`config.mk`:
```
export PLATFORM = sky130hd
export DESIGN_NAME = sm_volume
export DESIGN_NICKNAME = d
export VERILOG_FILES = /design/src/rtl/vol_pkg.sv /design/src/rtl/vol_gain_rom.sv /design/src/rtl/mute_ramp.sv /design/src/rtl/gain_apply.sv /design/src/rtl/sm_volume.sv
export SDC_FILE = /design/constraint.sdc
export NUM_CORES = 2
export LEC_CHECK = 0
export ABC_AREA = 0
export BUFFER_PORTS_ARGS = -buffer_cell sky130_fd_sc_hd__clkbuf_2
export CAP_MARGIN = 20
export CORE_ASPECT_RATIO = 0.6
export CORE_UTILIZATION = 50
export CTS_BUF_LIST = sky130_fd_sc_hd__clkbuf_8 sky130_fd_sc_hd__clkbuf_16
export CTS_CLUSTER_DIAMETER = 60
export CTS_CLUSTER_SIZE = 30
export DETAILED_ROUTE_END_ITERATION = 12
export GPL_TIMING_DRIVEN = 0
export HOLD_SLACK_MARGIN = 0.15
export PLACE_DENSITY_LB_ADDON = 0.05
export SLEW_MARGIN = 20
export SYNTH_ARGS = -nofsm -noshare
export SYNTH_HDL_FRONTEND = slang
export SYNTH_SLANG_ARGS = --single-unit
```
`constraint.sdc`:
```
create_clock -name clk -period 23.4 [get_ports clk]
set_input_delay 5.85 -clock clk [delete_from_list [all_inputs] [get_ports clk]]
set_output_delay 5.85 -clock clk [all_outputs]
set_load 0.01 [all_outputs]
```
`src/rtl/vol_pkg.sv`:
```
package vol_pkg;

    localparam int SAMPLE_W = 20;
    localparam int VOL_W    = 6;
    localparam int FRAC     = 16;
    localparam int COEF_W   = FRAC + 1;

    typedef logic signed [SAMPLE_W-1:0] sample_t;
    typedef logic [COEF_W-1:0]          coef_t;

    typedef struct packed {
        sample_t l;
        sample_t r;
    } stereo_t;

    typedef enum logic [1:0] {
        RAMP_HOLD,
        RAMP_DOWN,
        RAMP_UP
    } ramp_dir_e;

    localparam coef_t UNITY = coef_t'(1 << FRAC);

    // Q1.16 gain for an attenuation of code dB, built at elaboration.
    function automatic coef_t db_coef(input int code);
        real g;
        g = $pow(10.0, -real'(code) / 20.0);
        return coef_t'($rtoi(g * real'(1 << FRAC) + 0.5));
    endfunction

    // Q1.16 raised-cosine factor at step p of a len-step fade.
    function automatic coef_t cos_coef(input int p, input int len);
        real c;
        c = 0.5 * (1.0 + $cos(3.14159265358979 * real'(p) / real'(len)));
        return coef_t'($rtoi(c * real'(1 << FRAC) + 0.5));
    endfunction

    // Product of two Q1.16 gains, rounded back to Q1.16.
    function automatic coef_t mix_gain(input coef_t a, input coef_t b);
        logic [2*COEF_W:0] p;
        p = {1'b0, a} * {1'b0, b} + (2*COEF_W+1)'(1 << (FRAC - 1));
        return p[FRAC +: COEF_W];
    endfunction

    // Scales a sample by a Q1.16 gain with half-up rounding and clamping.
    function automatic sample_t scale_sat(input sample_t x, input coef_t g);
        logic signed [SAMPLE_W+COEF_W:0]   p;
        logic signed [SAMPLE_W+COEF_W:0]   r;
        logic signed [SAMPLE_W+COEF_W-FRAC:0] q;
        p = x * $signed({1'b0, g});
        r = p + (SAMPLE_W+COEF_W+1)'(1 << (FRAC - 1));
        q = r[SAMPLE_W+COEF_W:FRAC];
        if (q > $signed((SAMPLE_W+COEF_W-FRAC+1)'((1 << (SAMPLE_W-1)) - 1)))
            return sample_t'((1 << (SAMPLE_W-1)) - 1);
        else if (q < -$signed((SAMPLE_W+COEF_W-FRAC+1)'(1 << (SAMPLE_W-1))))
            return sample_t'(1 << (SAMPLE_W-1));
        else
            return q[SAMPLE_W-1:0];
    endfunction

endpackage

```
`src/rtl/vol_gain_rom.sv`:
```
module vol_gain_rom
    import vol_pkg::*;
#(
    parameter int MAX_DB = 60
) (
    input  logic [VOL_W-1:0] code,
    output coef_t            gain
);
    localparam int ENTRIES = 1 << VOL_W;

    coef_t tab [ENTRIES];

    for (genvar i = 0; i < ENTRIES; i++) begin : g_tab
        if (i <= MAX_DB) begin : g_step
            assign tab[i] = db_coef(i);
        end else begin : g_cut
            assign tab[i] = '0;
        end
    end

    assign gain = tab[code];
endmodule

```
`src/rtl/mute_ramp.sv`:
```
module mute_ramp
    import vol_pkg::*;
#(
    parameter int RAMP_LEN = 32,
    localparam int POS_W = $clog2(RAMP_LEN + 1)
) (
    input  logic             clk,
    input  logic             rst,
    input  logic             step,
    input  logic             mute_req,
    output logic [POS_W-1:0] pos,
    output coef_t            fade_gain
);
    localparam int ENTRIES = 1 << POS_W;
    localparam logic [POS_W-1:0] LAST = POS_W'(RAMP_LEN);

    coef_t     tab [ENTRIES];
    ramp_dir_e dir;

    for (genvar i = 0; i < ENTRIES; i++) begin : g_tab
        if (i <= RAMP_LEN) begin : g_pt
            assign tab[i] = cos_coef(i, RAMP_LEN);
        end else begin : g_pad
            assign tab[i] = '0;
        end
    end

    always_comb begin
        if (mute_req && pos != LAST)
            dir = RAMP_DOWN;
        else if (!mute_req && pos != '0)
            dir = RAMP_UP;
        else
            dir = RAMP_HOLD;
    end

    always_ff @(posedge clk) begin
        if (rst) begin
            pos <= '0;
        end else if (step) begin
            case (dir)
                RAMP_DOWN: pos <= pos + 1'b1;
                RAMP_UP:   pos <= pos - 1'b1;
                default:   pos <= pos;
            endcase
        end
    end

    assign fade_gain = tab[pos];
endmodule

```
`src/rtl/gain_apply.sv`:
```
module gain_apply
    import vol_pkg::*;
#(
    parameter int CHANNELS = 2
) (
    input  coef_t   vol_gain,
    input  coef_t   fade_gain,
    input  sample_t din  [CHANNELS],
    output sample_t dout [CHANNELS]
);
    coef_t g;

    assign g = mix_gain(vol_gain, fade_gain);

    for (genvar c = 0; c < CHANNELS; c++) begin : g_ch
        assign dout[c] = scale_sat(din[c], g);
    end
endmodule

```
`src/rtl/sm_volume.sv`:
```
module sm_volume
    import vol_pkg::*;
#(
    parameter int MAX_DB   = 60,
    parameter int RAMP_LEN = 32
) (
    input  logic                clk,
    input  logic                rst,
    input  logic                smp_valid,
    input  logic [SAMPLE_W-1:0] smp_l,
    input  logic [SAMPLE_W-1:0] smp_r,
    input  logic [VOL_W-1:0]    vol_code,
    input  logic                mute_pin,
    input  logic                mute_bit,
    input  logic                lock_ok,
    input  logic                lock_mute_off,
    output logic                out_valid,
    output logic [SAMPLE_W-1:0] out_l,
    output logic [SAMPLE_W-1:0] out_r
);
    localparam int POS_W = $clog2(RAMP_LEN + 1);

    logic             mute_req;
    logic [POS_W-1:0] ramp_pos;
    coef_t            vol_gain;
    coef_t            fade_gain;
    sample_t          din  [2];
    sample_t          dout [2];
    stereo_t          q;

    assign mute_req = mute_pin | mute_bit | (~lock_ok & ~lock_mute_off);

    vol_gain_rom #(.MAX_DB(MAX_DB)) u_rom (
        .code (vol_code),
        .gain (vol_gain)
    );

    mute_ramp #(.RAMP_LEN(RAMP_LEN)) u_ramp (
        .clk       (clk),
        .rst       (rst),
        .step      (smp_valid),
        .mute_req  (mute_req),
        .pos       (ramp_pos),
        .fade_gain (fade_gain)
    );

    assign din[0] = smp_l;
    assign din[1] = smp_r;

    gain_apply #(.CHANNELS(2)) u_apply (
        .vol_gain  (vol_gain),
        .fade_gain (fade_gain),
        .din       (din),
        .dout      (dout)
    );

    always_ff @(posedge clk) begin
        if (rst) begin
            q         <= '0;
            out_valid <= 1'b0;
        end else begin
            out_valid <= smp_valid;
            if (smp_valid) begin
                q.l <= dout[0];
                q.r <= dout[1];
            end
        end
    end

    assign out_l = q.l;
    assign out_r = q.r;
endmodule

```
* Yosys cells after proc, flatten, opt, wreduce, memory -nomap -nowiden
Memories as Yosys holds them, arrays and structs flattened.
Cells that the tools add are included.
** Word-level totals
- Output and inout bits :: 41
- Flip-flop bits (word level) :: 47
- Memories kept :: 2
- Input bits :: 53
- Memory bits (read-only) :: 2176
** Operators by class
- Bitwise gates (word level) :: 7
- $add $sub $neg :: 5
- Equal/unequal tests :: 3
- Reductions and logical operators :: 6
- Magnitude comparators :: 6
- Mux-type cells :: 11
- Multipliers :: 3
** Memory list
- (name not given) :: depth 64, bits a word 17, rd ports 1, clocked after Yosys merged registers in 0, wr ports 0, RTL line mute_ramp.sv:49 : assign fade_gain = tab[pos];
- (name not given) :: depth 64, bits a word 17, rd ports 1, clocked after Yosys merged registers in 0, wr ports 0, RTL line vol_gain_rom.sv:21 : assign gain = tab[code];
** Operator list (count)
- two-way mux 20 bit :: 4
- adder 38 x 17 -> 38 bit, second input constant :: 2
- multiplier 20 x 18 -> 38 bit :: 2
- two-way mux 17 bit :: 4
- greater-than comparator 22 x 20 -> 1 bit, second input constant :: 2
- < comparator 22 x 20 -> 1 bit, second input constant :: 2
- adder 33 x 16 -> 33 bit, second input constant :: 1
- multiplier 17 x 17 -> 33 bit :: 1
- greater-or-equal comparator 7 bit, second input constant :: 2
- inverter 6 -> 7 bit :: 2
- one-hot mux 6 bit (2 select lines) :: 1
- adder 6 x 1 -> 6 bit, second input constant :: 1
- != test 6 bit, second input constant :: 1
- nonzero test 6 bit :: 1
- subtractor 6 x 1 -> 6 bit, second input constant :: 1
- two-way mux 2 bit :: 2
- == test 2 x 1 -> 1 bit, second input constant :: 1
- == test 2 bit, second input constant :: 1
- logical AND 1 bit :: 2
- inverter 1 bit :: 2
- OR 1 bit :: 2
- AND reduction 2 bit :: 1
- nonzero test 2 bit :: 1
- AND 1 bit :: 1
- zero test 1 bit :: 1

* Longest topological paths before layout
- Depth in word-level cells :: 11
- Gate-level depth with buffers :: 62
- Gate-level depth less buffers :: 56

* Modules after synthesis
From an unflattened synthesis, not the netlist that was laid out.
** Unflattened totals
- Cells, all modules :: 4439
- Area, all modules :: 38821.0 um2
** Modules (own cells, without submodules)
- gain_apply :: instances 1, area each 34614.4 um2, cells an instance 3908
- sm_volume :: instances 1, area each 1493.9 um2, cells an instance 133
- vol_gain_rom :: instances 1, area each 1408.9 um2, cells an instance 198
- mute_ramp :: instances 1, area each 1303.8 um2, cells an instance 200

* Worst setup path before layout
Ideal clock, no wire load.
- Path type :: input to register
- From :: input port vol_code[2]
- To :: register q, in the netlist out_l[10]
- Slack :: 4.199 ns
- Buffers on the path :: 7
- Stages :: 56
- Arrival time :: 19.067 ns
- Cell sequence :: buf_2 > buf_1 > clkbuf_1 > o21ai_0 > mux4_2 > nor2_1 > a21o_1 > clkbuf_1 > nor2_1 > fa_1 > inv_1 > fa_1 > fa_1 > fa_1 > inv_1 > fa_1 > inv_1 > fa_1 > (+20 left out) > fa_1 > fa_1 > inv_1 > fa_1 > inv_1 > ha_1 > clkbuf_1 > nand2_1 > nor3_1 > and2_1 > nand2_1 > a311oi_1 > nand4b_1 > nand3_1 > a21o_1 > a31oi_2 > buf_2 > a211oi_1
** On the way
- Longest elaborated chain between the ends :: 11
** Ends and longest elaborated chain
- from (decl) :: RTL line sm_volume.sv:12 : input logic [VOL_W-1:0] vol_code,
- inverter 6 -> 7 bit (not written as such) * :: RTL line vol_gain_rom.sv:21
- memory read (64 x 17 bit) *
- two-way mux 17 bit (not written as such) * (2 in series) :: RTL line vol_gain_rom.sv:21
- multiplier 17 x 17 -> 33 bit * :: RTL line vol_pkg.sv:41 : p = {1'b0, a} * {1'b0, b} + (2*COEF_W+1)'(1 << (FRAC - 1));
- adder 33 x 16 -> 33 bit * :: RTL line vol_pkg.sv:41
- multiplier 20 x 18 -> 38 bit * :: RTL line vol_pkg.sv:50 : p = x * $signed({1'b0, g});
- adder 38 x 17 -> 38 bit * :: RTL line vol_pkg.sv:51 : r = p + (SAMPLE_W+COEF_W+1)'(1 << (FRAC - 1));
- < comparator 22 x 20 -> 1 bit :: RTL line vol_pkg.sv:55 : else if (q < -$signed((SAMPLE_W+COEF_W-FRAC+1)'(1 << (SAMPLE_W-1))))
- two-way mux 20 bit :: RTL line vol_pkg.sv:55
- two-way mux 20 bit * :: RTL line vol_pkg.sv:53 : if (q > $signed((SAMPLE_W+COEF_W-FRAC+1)'((1 << (SAMPLE_W-1)) - 1)))
- to (decl) :: RTL line sm_volume.sv:29 : stereo_t q;
Every way passes the cells marked *; elsewhere a longest branch is shown, timed or not. The select of a mux whose other input is x is not followed.
A chain may end at the register's enable or synchronous reset.

* Final worst setup path
- From :: input port vol_code[0]
- To :: register q, in the netlist out_l[15]
The elaborated chain is that of the path after synthesis.

==> metrics.cfg <==
[run_status]
status=finished, final reports clean

[layout]
instances_no_fill=5989
register_area_um2=941
drive_gt1_frac=0.0442
multi_input_area_um2=34500
syn_to_final_growth_pct=5.54
finalInstanceArea_um2=42800
nNetsFinal=6223
fillers=7899
final_util=0.536

[synth]
synth_nets=6117
async_flop_share=0
ys.flop_type=dfxtp_1
yosysSeqAreaShare=0.0232
yosys-top-cells-area=fa_1 45%, ha_1 11%, inv_1 10%
synth_cell_types=87
synth_seq_cells=47
synth_area_leader_cell=fa_1
synth_edf_count=0
synth_most_common_cell=inv_1
synth_warnings=0
syn_area_um2=40500
syn-mean-instance-area_um2=8.44
syn_inst=4803
synth_commonest_cells=1,097 x inv_1, 904 x fa_1, 607 x nand2_1
yosysTopAreaCellShare=0.446

[setup_path]
slowest_delay_ns=0.86
crit_path_frequent_cell=fa_1
critPathRequiredTime_ns=23.59
critPathKind=in2reg
crit_slowest_cell=clkbuf_1
reg2reg_to=out_l[15]
crit_arrival_ns=23.31
critPathCaptureType=register
cp-start-kind=primary input
r2r_start=u_ramp.pos[1]
cp_max_fo=12
r2r_cells=60
ff2ff_setup_slack_ns=4.76

[routing]
drc=0
viasPerCell=5.61
met2_wirelength_um=47600
route.met3.wl_um=24500
drt_iter0_drc=4227
drt_first_pass_iters=8
drtAntennaViolNets=0
post_drt_wl_per_cell_um=24.0
drt-met1-wl_um=69700
wl_um=144000
vias=33600
top_layer=met5

[timing]
tightest_slew_ns=1.16
slew_viol_final=0
setup_viol=0
worst_slack_ns=0.281
hold_viol=0
max_freq_mhz=43.3
fin_skew_ns=0.0105
period_share=0.988
fin_crit_ns=23.12
max_slew_margin=0.226

[placed_design]
placed_area_um2=42400
pre_cts_ws_ns=-0.958
port_buffers=89
hpwl_um=126000
place_inst=5963
routabilityCongestion=1.03

[hold_path]
hold_class=reg2reg
hold_start=out_l[5]
hold_end=out_l[5]
holdPathStages=2

[cts]
clk_path_buf_depth=2
numCtsBuffers=5
cts_htree_levels=2
clk_pin_slew_worst_paths_ns=0.08
clk_latency_ns=0.35
cts_num_sinks=47
cts_hold_buffers=0
clock-root-buffer=clkbuf_16
cts_tree=yes

[grt]
antenna_found_initial=7
grt_pass1_vias=32800
track_usage=0.359
grt_overflow_total=0
grt_pass1_wl_um=216000
grt_max_degree=17

[run]
maxCapViolations=0

[floorplanning]
io_pins=94
fp-row-count=80
die-area_um2=82200
start_util=0.507
coreArea_um2=79900
die_w_um=370
die_height_um=223

[kinds of logic (layout without fill, tap and decap cells)]
logic type / after synthesis / after routing / share of synthesized area
buffers and inverters: 1384 / 1491 / 0.129
adder cells (fa/ha/maj): 1261 / 1261 / 0.557
multiplexers: 23 / 23 / 0.00793
AND/OR/NAND/NOR: 1474 / 1474 / 0.173
AO/OA/AOI/OAI: 541 / 541 / 0.0942
flip-flops: 47 / 47 / 0.0232
XOR/XNOR: 73 / 73 / 0.0160
other: 0 / 13 / 0
[stage by stage]
| stage | hold WS, ns | TNS (ns) |
|---|---|---|
| CTS | 0.489 | 0 |
| global route | 0.505 | -0.00284 |
| floorplan | 0.498 | 0 |
| finish | 0.489 | 0 |
| global placement | 0.478 | -35.00 |
| detailed placement | 0.479 | -14.88 |
[worst max-delay path, delay by kind of cell]
kind            cells  cell delay [ns]
buf+inv            15             2.78
xor+xnor            1             0.57
fa+ha+maj          15             6.78
simple gates       10             2.49
compound gates     16             4.74
[worst max-delay path by stage]
stage / start / end / slack, ns / cells after the start
2_1_floorplan: vol_code[2] / out_l[10] / 4.20 / 56
3_3_place_gp: vol_code[0] / out_l[13] / -1.86 / 53
3_5_place_dp: vol_code[0] / out_l[14] / -0.96 / 59
4_1_cts: vol_code[0] / out_l[14] / 0.02 / 55
5_1_grt: vol_code[2] / out_l[15] / -0.002 / 57
6_report: vol_code[0] / out_l[15] / 0.28 / 57
[per-layer routing]
layer  up-vias  track usage
met4         4       0.0452
met5         -            0
met3        90        0.163
met2      1895        0.409
li1      14900            -
met1     16800        0.598
[area by class of cell]
| type | count | share of cell area |
|---|---|---|
| clock inverters | 3 | 0.00108 |
| repair buffers | 99 | 0.0123 |
| inverters | 1100 | 0.0965 |
| plain buffers | 284 | 0.0264 |
| diodes | 13 | 0.000760 |
| multi-input cells | 3372 | 0.807 |
| flip-flops and latches | 47 | 0.0220 |
| well taps | 1066 | 0.0312 |
| clock buffers | 5 | 0.00292 |
[flip-flops by register name, summed over array words and instances (netlist names)]
signal      flops
out_l          20
u_ramp.pos      6
out_valid       1
out_r          20
[cell usage in the layout, fill, tap and decap left out, drive strengths merged, types with 11 or more instances in the layout]
| cell | netlist | layout |
|---|---|---|
| inv | 1099 | 1100 |
| fa | 904 | 904 |
| nand2 | 607 | 607 |
| ha | 357 | 357 |
| clkbuf | 247 | 341 |
| nor2 | 278 | 278 |
| and2 | 224 | 224 |
| o21ai | 121 | 121 |
| a21oi | 102 | 102 |
| nand3 | 78 | 78 |
| a211oi | 64 | 64 |
| nor2b | 61 | 61 |
| xnor2 | 49 | 49 |
| a21o | 48 | 48 |
| dfxtp | 47 | 47 |
| buf | 37 | 45 |
| nand2b | 43 | 43 |
| a31oi | 41 | 41 |
| nor3b | 39 | 39 |
| nand3b | 34 | 34 |
| nor3 | 26 | 26 |
| o311a | 25 | 25 |
| xor2 | 24 | 24 |
| and3 | 19 | 19 |
| nand4 | 19 | 19 |
| o211ai | 16 | 16 |
| or2 | 14 | 14 |
| diode | 0 | 13 |
| mux2i | 13 | 13 |
| or3 | 11 | 11 |
[repair_timing]
item	CTS	global route
pin swaps	0	3
hold endpoints to repair	0	0
gates resized for setup	2	46
setup buffers	0	3
setup endpoints to repair	19	40
Power is left out: the tool's default activity adds up to more than one toggle a clock period on the data nets, which glitch-free logic cannot reach.
